--- config.mk ---
export PLATFORM = sky130hd
export DESIGN_NAME = fdc_host_glue
export DESIGN_NICKNAME = d
export VERILOG_FILES = /design/src/rtl/fdc_glue_pkg.sv /design/src/rtl/fdc_host_decode.sv /design/src/rtl/fdc_ctrl_regs.sv /design/src/rtl/fdc_drive_if.sv /design/src/rtl/fdc_host_glue.sv
export SDC_FILE = /design/constraint.sdc
export NUM_CORES = 1
export LEC_CHECK = 0
export BUFFER_PORTS_ARGS = -buffer_cell sky130_fd_sc_hd__clkbuf_2
export CAP_MARGIN = 0
export CORE_MARGIN = 8
export CORE_UTILIZATION = 41
export DETAILED_ROUTE_END_ITERATION = 12
export GPL_ROUTABILITY_DRIVEN = 1
export PLACE_DENSITY = 0.86
export SLEW_MARGIN = 20
export SYNTH_ARGS = -nofsm -noshare
export SYNTH_HDL_FRONTEND = slang
export SYNTH_SLANG_ARGS = --single-unit
--- constraint.sdc ---
create_clock -name clk -period 1.5 [get_ports clk]
set_input_delay 0.3 -clock clk [delete_from_list [all_inputs] [get_ports clk]]
set_output_delay 0.3 -clock clk [all_outputs]
set_load 0.005 [all_outputs]
--- src/rtl/fdc_glue_pkg.sv ---
package fdc_glue_pkg;
   typedef enum logic [1:0] {
      RATE_500 = 2'b00,
      RATE_300 = 2'b01,
      RATE_250 = 2'b10,
      RATE_1M  = 2'b11
   } rate_e;

   localparam int DRIVES_MAX = 4;
   localparam int RATE_W     = 2;
endpackage

--- src/rtl/fdc_host_decode.sv ---
module fdc_host_decode #(
   parameter int ADDR_W      = 3,
   parameter int DATA_W      = 8,
   parameter int CTRL_OFS    = 2,
   parameter int RATE_OFS    = 7,
   parameter int CHG_BIT     = 7,
   parameter int SYNC_STAGES = 2
) (
   input  logic              clk,
   input  logic              rst,
   input  logic              cs_n,
   input  logic              rd_n,
   input  logic              wr_n,
   input  logic [ADDR_W-1:0] addr,
   input  logic              dack_n,
   input  logic              dma_en,
   input  logic              dskchg_n,
   output logic              wr_ctrl,
   output logic              wr_rate,
   output logic              dma_acc,
   output logic [DATA_W-1:0] dout,
   output logic              dout_oe
);
   localparam logic [ADDR_W-1:0] CTRL_A = ADDR_W'(CTRL_OFS);
   localparam logic [ADDR_W-1:0] RATE_A = ADDR_W'(RATE_OFS);

   if (SYNC_STAGES < 1) begin : g_bad_sync
      $error("SYNC_STAGES must be at least 1");
   end
   if (CHG_BIT >= DATA_W) begin : g_bad_chg
      $error("CHG_BIT outside data width");
   end
   if (CTRL_OFS == RATE_OFS || RATE_OFS >= (1 << ADDR_W) || CTRL_OFS >= (1 << ADDR_W)) begin : g_bad_ofs
      $error("register offsets must differ and fit the address width");
   end

   logic wr_q;
   logic host_cyc;
   logic wr_fall;
   logic chg_seen;

   always_ff @(posedge clk) begin
      if (rst) wr_q <= 1'b1;
      else     wr_q <= wr_n;
   end

   logic [SYNC_STAGES-1:0] chg_pipe;
   if (SYNC_STAGES == 1) begin : g_sync1
      always_ff @(posedge clk) begin
         if (rst) chg_pipe <= 1'b1;
         else     chg_pipe <= dskchg_n;
      end
   end else begin : g_syncn
      always_ff @(posedge clk) begin
         if (rst) chg_pipe <= '1;
         else     chg_pipe <= {chg_pipe[SYNC_STAGES-2:0], dskchg_n};
      end
   end
   assign chg_seen = ~chg_pipe[SYNC_STAGES-1];

   always_comb begin
      host_cyc = !cs_n && dack_n;
      wr_fall  = !wr_n && wr_q;
      wr_ctrl  = host_cyc && wr_fall && (addr == CTRL_A);
      wr_rate  = host_cyc && wr_fall && (addr == RATE_A);
      dma_acc  = !dack_n && dma_en && (!rd_n || !wr_n);
      dout_oe  = host_cyc && !rd_n && (addr == RATE_A);
      dout     = '0;
      if (dout_oe) dout[CHG_BIT] = chg_seen;
   end

   p_oe_host_r12: assert property (@(posedge clk) disable iff (rst)
      dout_oe |-> (!rd_n && !cs_n && dack_n));
   p_dma_blocks_write_r6: assert property (@(posedge clk) disable iff (rst)
      !dack_n |-> (!wr_ctrl && !wr_rate));
endmodule

--- src/rtl/fdc_ctrl_regs.sv ---
module fdc_ctrl_regs
   import fdc_glue_pkg::*;
#(
   parameter int DATA_W     = 8,
   parameter int NUM_DRIVES = 4,
   parameter int SEL_LSB    = 0,
   parameter int DMA_BIT    = 3,
   parameter int MTR_LSB    = 4
) (
   input  logic                  clk,
   input  logic                  rst,
   input  logic                  wr_ctrl,
   input  logic                  wr_rate,
   input  logic [DATA_W-1:0]     din,
   output logic [$clog2(DRIVES_MAX)-1:0] sel,
   output logic [NUM_DRIVES-1:0] mtr_en,
   output logic                  dma_en,
   output rate_e                 rate_code
);
   localparam int SEL_W = $clog2(DRIVES_MAX);

   if (NUM_DRIVES < 1 || NUM_DRIVES > DRIVES_MAX) begin : g_bad_drives
      $error("NUM_DRIVES must be 1..4");
   end
   if (MTR_LSB + NUM_DRIVES > DATA_W || SEL_LSB + SEL_W > DATA_W || DMA_BIT >= DATA_W) begin : g_bad_fields
      $error("control fields exceed data width");
   end

   logic [DATA_W-1:0] ctrl_q;
   rate_e             rate_q;

   always_ff @(posedge clk) begin
      if (rst) begin
         ctrl_q <= '0;
         rate_q <= RATE_250;
      end else begin
         if (wr_ctrl) ctrl_q <= din;
         if (wr_rate) rate_q <= rate_e'(din[RATE_W-1:0]);
      end
   end

   assign sel       = ctrl_q[SEL_LSB +: SEL_W];
   assign mtr_en    = ctrl_q[MTR_LSB +: NUM_DRIVES];
   assign dma_en    = ctrl_q[DMA_BIT];
   assign rate_code = rate_q;

   logic unused_ctrl_bits;
   assign unused_ctrl_bits = ^{ctrl_q, din};

   p_ctrl_hold_r11: assert property (@(posedge clk) disable iff (rst)
      !wr_ctrl |=> $stable(ctrl_q));
   p_rate_hold_r7: assert property (@(posedge clk) disable iff (rst)
      !wr_rate |=> $stable(rate_q));
endmodule

--- src/rtl/fdc_drive_if.sv ---
module fdc_drive_if
   import fdc_glue_pkg::*;
#(
   parameter int NUM_DRIVES = 4
) (
   input  logic                  clk,
   input  logic                  rst,
   input  logic [$clog2(DRIVES_MAX)-1:0] sel,
   input  logic [NUM_DRIVES-1:0] mtr_en,
   input  logic                  dma_en,
   input  rate_e                 rate_code,
   input  logic                  drv_type,
   input  logic                  dack_n,
   input  logic                  tc_in,
   input  logic                  core_drq,
   input  logic                  core_int,
   output logic [NUM_DRIVES-1:0] sel_n,
   output logic [NUM_DRIVES-1:0] mtr_n,
   output logic                  drq,
   output logic                  intr,
   output logic                  tc_qual,
   output logic                  rpm_lc,
   output rate_e                 rate_out
);
   localparam int SEL_W = $clog2(DRIVES_MAX);

   for (genvar i = 0; i < NUM_DRIVES; i++) begin : g_drive
      logic picked;
      assign picked   = (sel == SEL_W'(i)) && mtr_en[i];
      assign sel_n[i] = rst ? 1'b1 : !picked;
      assign mtr_n[i] = rst ? 1'b1 : !mtr_en[i];

      p_sel_has_motor_r3: assert property (@(posedge clk) disable iff (rst)
         !sel_n[i] |-> !mtr_n[i]);
   end

   always_comb begin
      rate_out = rate_code;
      if (!drv_type && rate_code == RATE_300) rate_out = RATE_250;
      if (drv_type) rpm_lc = (rate_code == RATE_500);
      else          rpm_lc = (rate_code == RATE_500) || (rate_code == RATE_1M);
   end

   assign drq     = core_drq && dma_en;
   assign intr    = core_int && dma_en;
   assign tc_qual = tc_in && !dack_n && dma_en;

   p_one_select_r3: assert property (@(posedge clk) disable iff (rst)
      $onehot0(~sel_n));
   p_gate_r4: assert property (@(posedge clk) disable iff (rst)
      !dma_en |-> (!drq && !intr));
   p_tc_needs_dack_r10: assert property (@(posedge clk) disable iff (rst)
      tc_qual |-> !dack_n);
   p_no_300_dual_r7: assert property (@(posedge clk) disable iff (rst)
      !drv_type |-> (rate_out != RATE_300));
   p_lowcur_only_500_r8: assert property (@(posedge clk) disable iff (rst)
      (drv_type && rpm_lc) |-> (rate_out == RATE_500));
endmodule

--- src/rtl/fdc_host_glue.sv ---
module fdc_host_glue
   import fdc_glue_pkg::*;
#(
   parameter int ADDR_W      = 3,
   parameter int DATA_W      = 8,
   parameter int NUM_DRIVES  = 4,
   parameter int CTRL_OFS    = 2,
   parameter int RATE_OFS    = 7,
   parameter int SYNC_STAGES = 2
) (
   input  logic                  clk,
   input  logic                  rst,
   input  logic                  cs_n,
   input  logic                  rd_n,
   input  logic                  wr_n,
   input  logic [ADDR_W-1:0]     addr,
   input  logic [DATA_W-1:0]     din,
   output logic [DATA_W-1:0]     dout,
   output logic                  dout_oe,
   input  logic                  dack_n,
   input  logic                  tc_in,
   input  logic                  core_drq,
   input  logic                  core_int,
   output logic                  drq,
   output logic                  intr,
   output logic                  tc_qual,
   output logic                  dma_acc,
   input  logic                  dskchg_n,
   input  logic                  drv_type,
   output logic [NUM_DRIVES-1:0] sel_n,
   output logic [NUM_DRIVES-1:0] mtr_n,
   output logic                  rpm_lc,
   output logic [RATE_W-1:0]     rate_sel
);
   localparam int SEL_W = $clog2(DRIVES_MAX);

   logic             wr_ctrl, wr_rate, dma_en;
   logic [SEL_W-1:0] sel;
   logic [NUM_DRIVES-1:0] mtr_en;
   rate_e            rate_code, rate_out;

   fdc_host_decode #(
      .ADDR_W(ADDR_W), .DATA_W(DATA_W), .CTRL_OFS(CTRL_OFS),
      .RATE_OFS(RATE_OFS), .CHG_BIT(DATA_W-1), .SYNC_STAGES(SYNC_STAGES)
   ) u_decode (
      .clk(clk), .rst(rst), .cs_n(cs_n), .rd_n(rd_n), .wr_n(wr_n),
      .addr(addr), .dack_n(dack_n), .dma_en(dma_en), .dskchg_n(dskchg_n),
      .wr_ctrl(wr_ctrl), .wr_rate(wr_rate), .dma_acc(dma_acc),
      .dout(dout), .dout_oe(dout_oe)
   );

   fdc_ctrl_regs #(
      .DATA_W(DATA_W), .NUM_DRIVES(NUM_DRIVES)
   ) u_regs (
      .clk(clk), .rst(rst), .wr_ctrl(wr_ctrl), .wr_rate(wr_rate), .din(din),
      .sel(sel), .mtr_en(mtr_en), .dma_en(dma_en), .rate_code(rate_code)
   );

   fdc_drive_if #(
      .NUM_DRIVES(NUM_DRIVES)
   ) u_drive (
      .clk(clk), .rst(rst), .sel(sel), .mtr_en(mtr_en), .dma_en(dma_en),
      .rate_code(rate_code), .drv_type(drv_type), .dack_n(dack_n),
      .tc_in(tc_in), .core_drq(core_drq), .core_int(core_int),
      .sel_n(sel_n), .mtr_n(mtr_n), .drq(drq), .intr(intr),
      .tc_qual(tc_qual), .rpm_lc(rpm_lc), .rate_out(rate_out)
   );

   assign rate_sel = rate_out;
endmodule

==> impl_metrics.toml <==
[drt]
vias_per_cell = 4.581
totalWireLength_um = 1667
detail_route.first_pass.iterations = 2
post_drt_wl_per_cell_um = 12.26
routed-via-count = 623
antenna_violating_nets_post_route = 0
detail_route.drc_violations = 0
drt_first_iter_violations = 7

[layout]
fraction_of_final_layout_cells_sized_beyond_drive_strength_1 = 0.4958
final_core_util = 0.5830
fin_area_um2 = 984.7
post_layout_nonfiller_instances = 136
insertedDiodeCount = 0
nets = 144
flow.area_growth_from_synthesis_pct = 35.92

[floorplanning]
initial_utilization = 0.4289
dieHeight_um = 58.04
num_io_pins = 46
dieWidth_um = 58.04
num_rows = 15
dieArea_um2 = 3368
core_region_area_um2 = 1689

[logic_synthesis]
yosys.cell_count.top_type = "sky130_fd_sc_hd__nand2b_1"
synth_cell_type_count = 23
syn-cell-area_um2 = 724.4
number_of_enable_type_register_cells_in_the_synthesized_netlist = 0
synthTopCellsByArea = "sky130_fd_sc_hd__dfxtp_1 33%, sky130_fd_sc_hd__nand2b_1 16%, sky130_fd_sc_hd__mux2i_1 12%"
syn-instance-count = 79
synth-seq-area-share = 0.3316
syn_avg_cell_area_um2 = 9.170
synth_ff_type = "sky130_fd_sc_hd__dfxtp_1"
synth_top_area_share = 0.3316
netlist.top_cell.by_area = "sky130_fd_sc_hd__dfxtp_1"
async_flop_share = 0
yosys_register_bits = 12
ys_warn_count = 0
synth_common_cells = "18 x sky130_fd_sc_hd__nand2b_1, 12 x sky130_fd_sc_hd__dfxtp_1, 9 x sky130_fd_sc_hd__mux2i_1"

[global_route]
overflow = 0
antenna_found_initial = 0
groute.usage.overall = 0.1000
maximum_number_of_pins_on_one_net_before_global_route_repair = 15
grt_pass1_wl_um = 2608
first_global_vias = 646

[sta]
final_report_hold_violation_count = 0
rsz0062_at_grt = "false"
max_transition_viols_final = 0
layout_min_cycle_time_ns = 1.439
final_layout_setup_total_negative_slack_ns = 0
hold_slack_ns = 0.2152
skew_ns = 0.001333
timing.fmax_ghz = 0.6950
timing.final.crit_share = 0.9593
post-route-worst-setup-slack_ns = 0.06109
setup_viol_count_final = 0

[pwr]
ir_worst_vdd_mv = 0.4564
p_leak_nw = 0.4403
p_per_area_nw_per_um2 = 661.6
post-layout-total-power_mw = 0.6515

[placed_design]
post-place-cells = 131
pre_cts_slack_ns = 0.07751
gp_congestion = 0.7072
dp.final_hpwl_um = 1396
postPlaceCellArea_um2 = 897.1
numPortBuffers = 37

[cts]
tritoncts_buffers = 3
clock-sinks = 12
tritoncts = "yes"
worst_setup_hold_path_clk_slew_ns = 0.07
cts-htree-levels = 1
cts_hold_repair.buffers = 0
ctsRootBufferMaster = "sky130_fd_sc_hd__clkbuf_4"
cts-root-to-sink-buffers = 2
clkLatencyLatePin_ns = 0.27

[critical_path]
max_stage_delay_ns = 0.35
crit_buf_inv = 1
cp-end-kind = "primary output"
worst-setup-path-type = "flop to primary output"
critical_path_cell_list = "nand2b_4, or3b_1, clkbuf_2"
start_kind = "flop"
crit_required_ns = 1.20
timing.critical_path.arrival_ns = 1.14
timing.critical_path.slowest_stage_cell = "sky130_fd_sc_hd__or3b_1"
biggest_fanout_along_the_worst_timing_path = 3
critical-path-top-delay-family = "simple AND/OR/NAND/NOR gates"

[flow_run]
max_cap_violations = 0

[min_path]
worstHoldPathType = "primary input to flop"

[status]
run_status = "completed"
==> per-layer routing <==
| layer | GRT usage | part of all wire | vias up | wire length (um) |
|---|---|---|---|---|
| met2 | 0.1608 | 0.47 | 29 | 779 |
| met1 | 0.1031 | 0.43 | 269 | 713 |
| met4 | 0.06294 | 0.0048 | 0 | 8 |
| met3 | 0.04636 | 0.099 | 2 | 165 |
| li1 | - | - | 323 | - |
| met5 | 0 | 0 | - | 0 |
==> layout make-up <==
cell class | count | area [um^2]
clock buffer | 4 | 36.28
fill | 158 | 704.4
inverter | 3 | 13.76
multi-input combinational | 60 | 456.7
sequential | 12 | 249.0
tap | 17 | 21.27
timing repair buffer | 40 | 207.7
==> what timing repair did <==
action,in CTS,in global routing
pin swaps,2,2
endpoints found under the setup margin,1,3
buffers inserted,1,0
gates resized for setup,3,12
==> placed cells by master (no fill, tap or decap), types with 2 or more instances in the layout <==
master,n
sky130_fd_sc_hd__dfxtp_2,4
sky130_fd_sc_hd__mux2i_1,9
sky130_fd_sc_hd__nand2b_1,17
sky130_fd_sc_hd__ha_4,2
sky130_fd_sc_hd__buf_4,3
sky130_fd_sc_hd__nand3_1,2
sky130_fd_sc_hd__nand2_1,2
sky130_fd_sc_hd__nor2_1,5
sky130_fd_sc_hd__clkbuf_2,36
sky130_fd_sc_hd__clkbuf_4,3
sky130_fd_sc_hd__and2_1,3
sky130_fd_sc_hd__dfxtp_1,7
sky130_fd_sc_hd__conb_1,7
sky130_fd_sc_hd__or2_2,3
==> cells by family after synthesis <==
| family | Yosys count | synth area share |
|---|---|---|
| and+or+nand+nor | 40 | 0.3765 |
| buffers and inverters | 13 | 0.1140 |
| DFF | 12 | 0.3316 |
| muxes | 9 | 0.1244 |
| AOI/OAI and AO/OA | 2 | 0.01380 |
| adders and majority gates | 2 | 0.03454 |
| other | 1 | 0.005176 |
==> worst register-to-register path: stages (launching register included) <==
cell	delay, ns
sky130_fd_sc_hd__dfxtp_1	0.37
sky130_fd_sc_hd__nand4bb_4	0.14
sky130_fd_sc_hd__nor4b_4	0.22
sky130_fd_sc_hd__buf_4	0.22
sky130_fd_sc_hd__mux2i_1	0.20
==> where the power goes <==
group | total [mW] | switching [mW] | internal, mW | leakage, nW
registers | 0.325 | 0.00313 | 0.322 | 0.0994
logic | 0.0774 | 0.0341 | 0.0433 | 0.320
clock network | 0.249 | 0.102 | 0.147 | 0.0210
total | 0.651 | 0.139 | 0.513 | 0.440
==> final timing paths <==
kind	startpoint	endpoint	slack [ns]	cells past startpoint
setup / recovery	u_regs.ctrl_q[6]	sel_n[2]	0.06	3
hold / removal	dskchg_n	u_decode.chg_pipe[0]	0.22	2
setup reg to reg	u_decode.wr_q	u_regs.ctrl_q[6]	0.29	4
hold reg to reg	u_decode.chg_pipe[0]	u_decode.chg_pipe[1]	0.41	1
==> state kept, by name (all words and copies together), names as in the netlist <==
name	cells
u_decode.chg_pipe	2
u_regs.ctrl_q	7
u_regs.rate_code	2
u_decode.wr_q	1
Power figures use the tool's default switching activity.
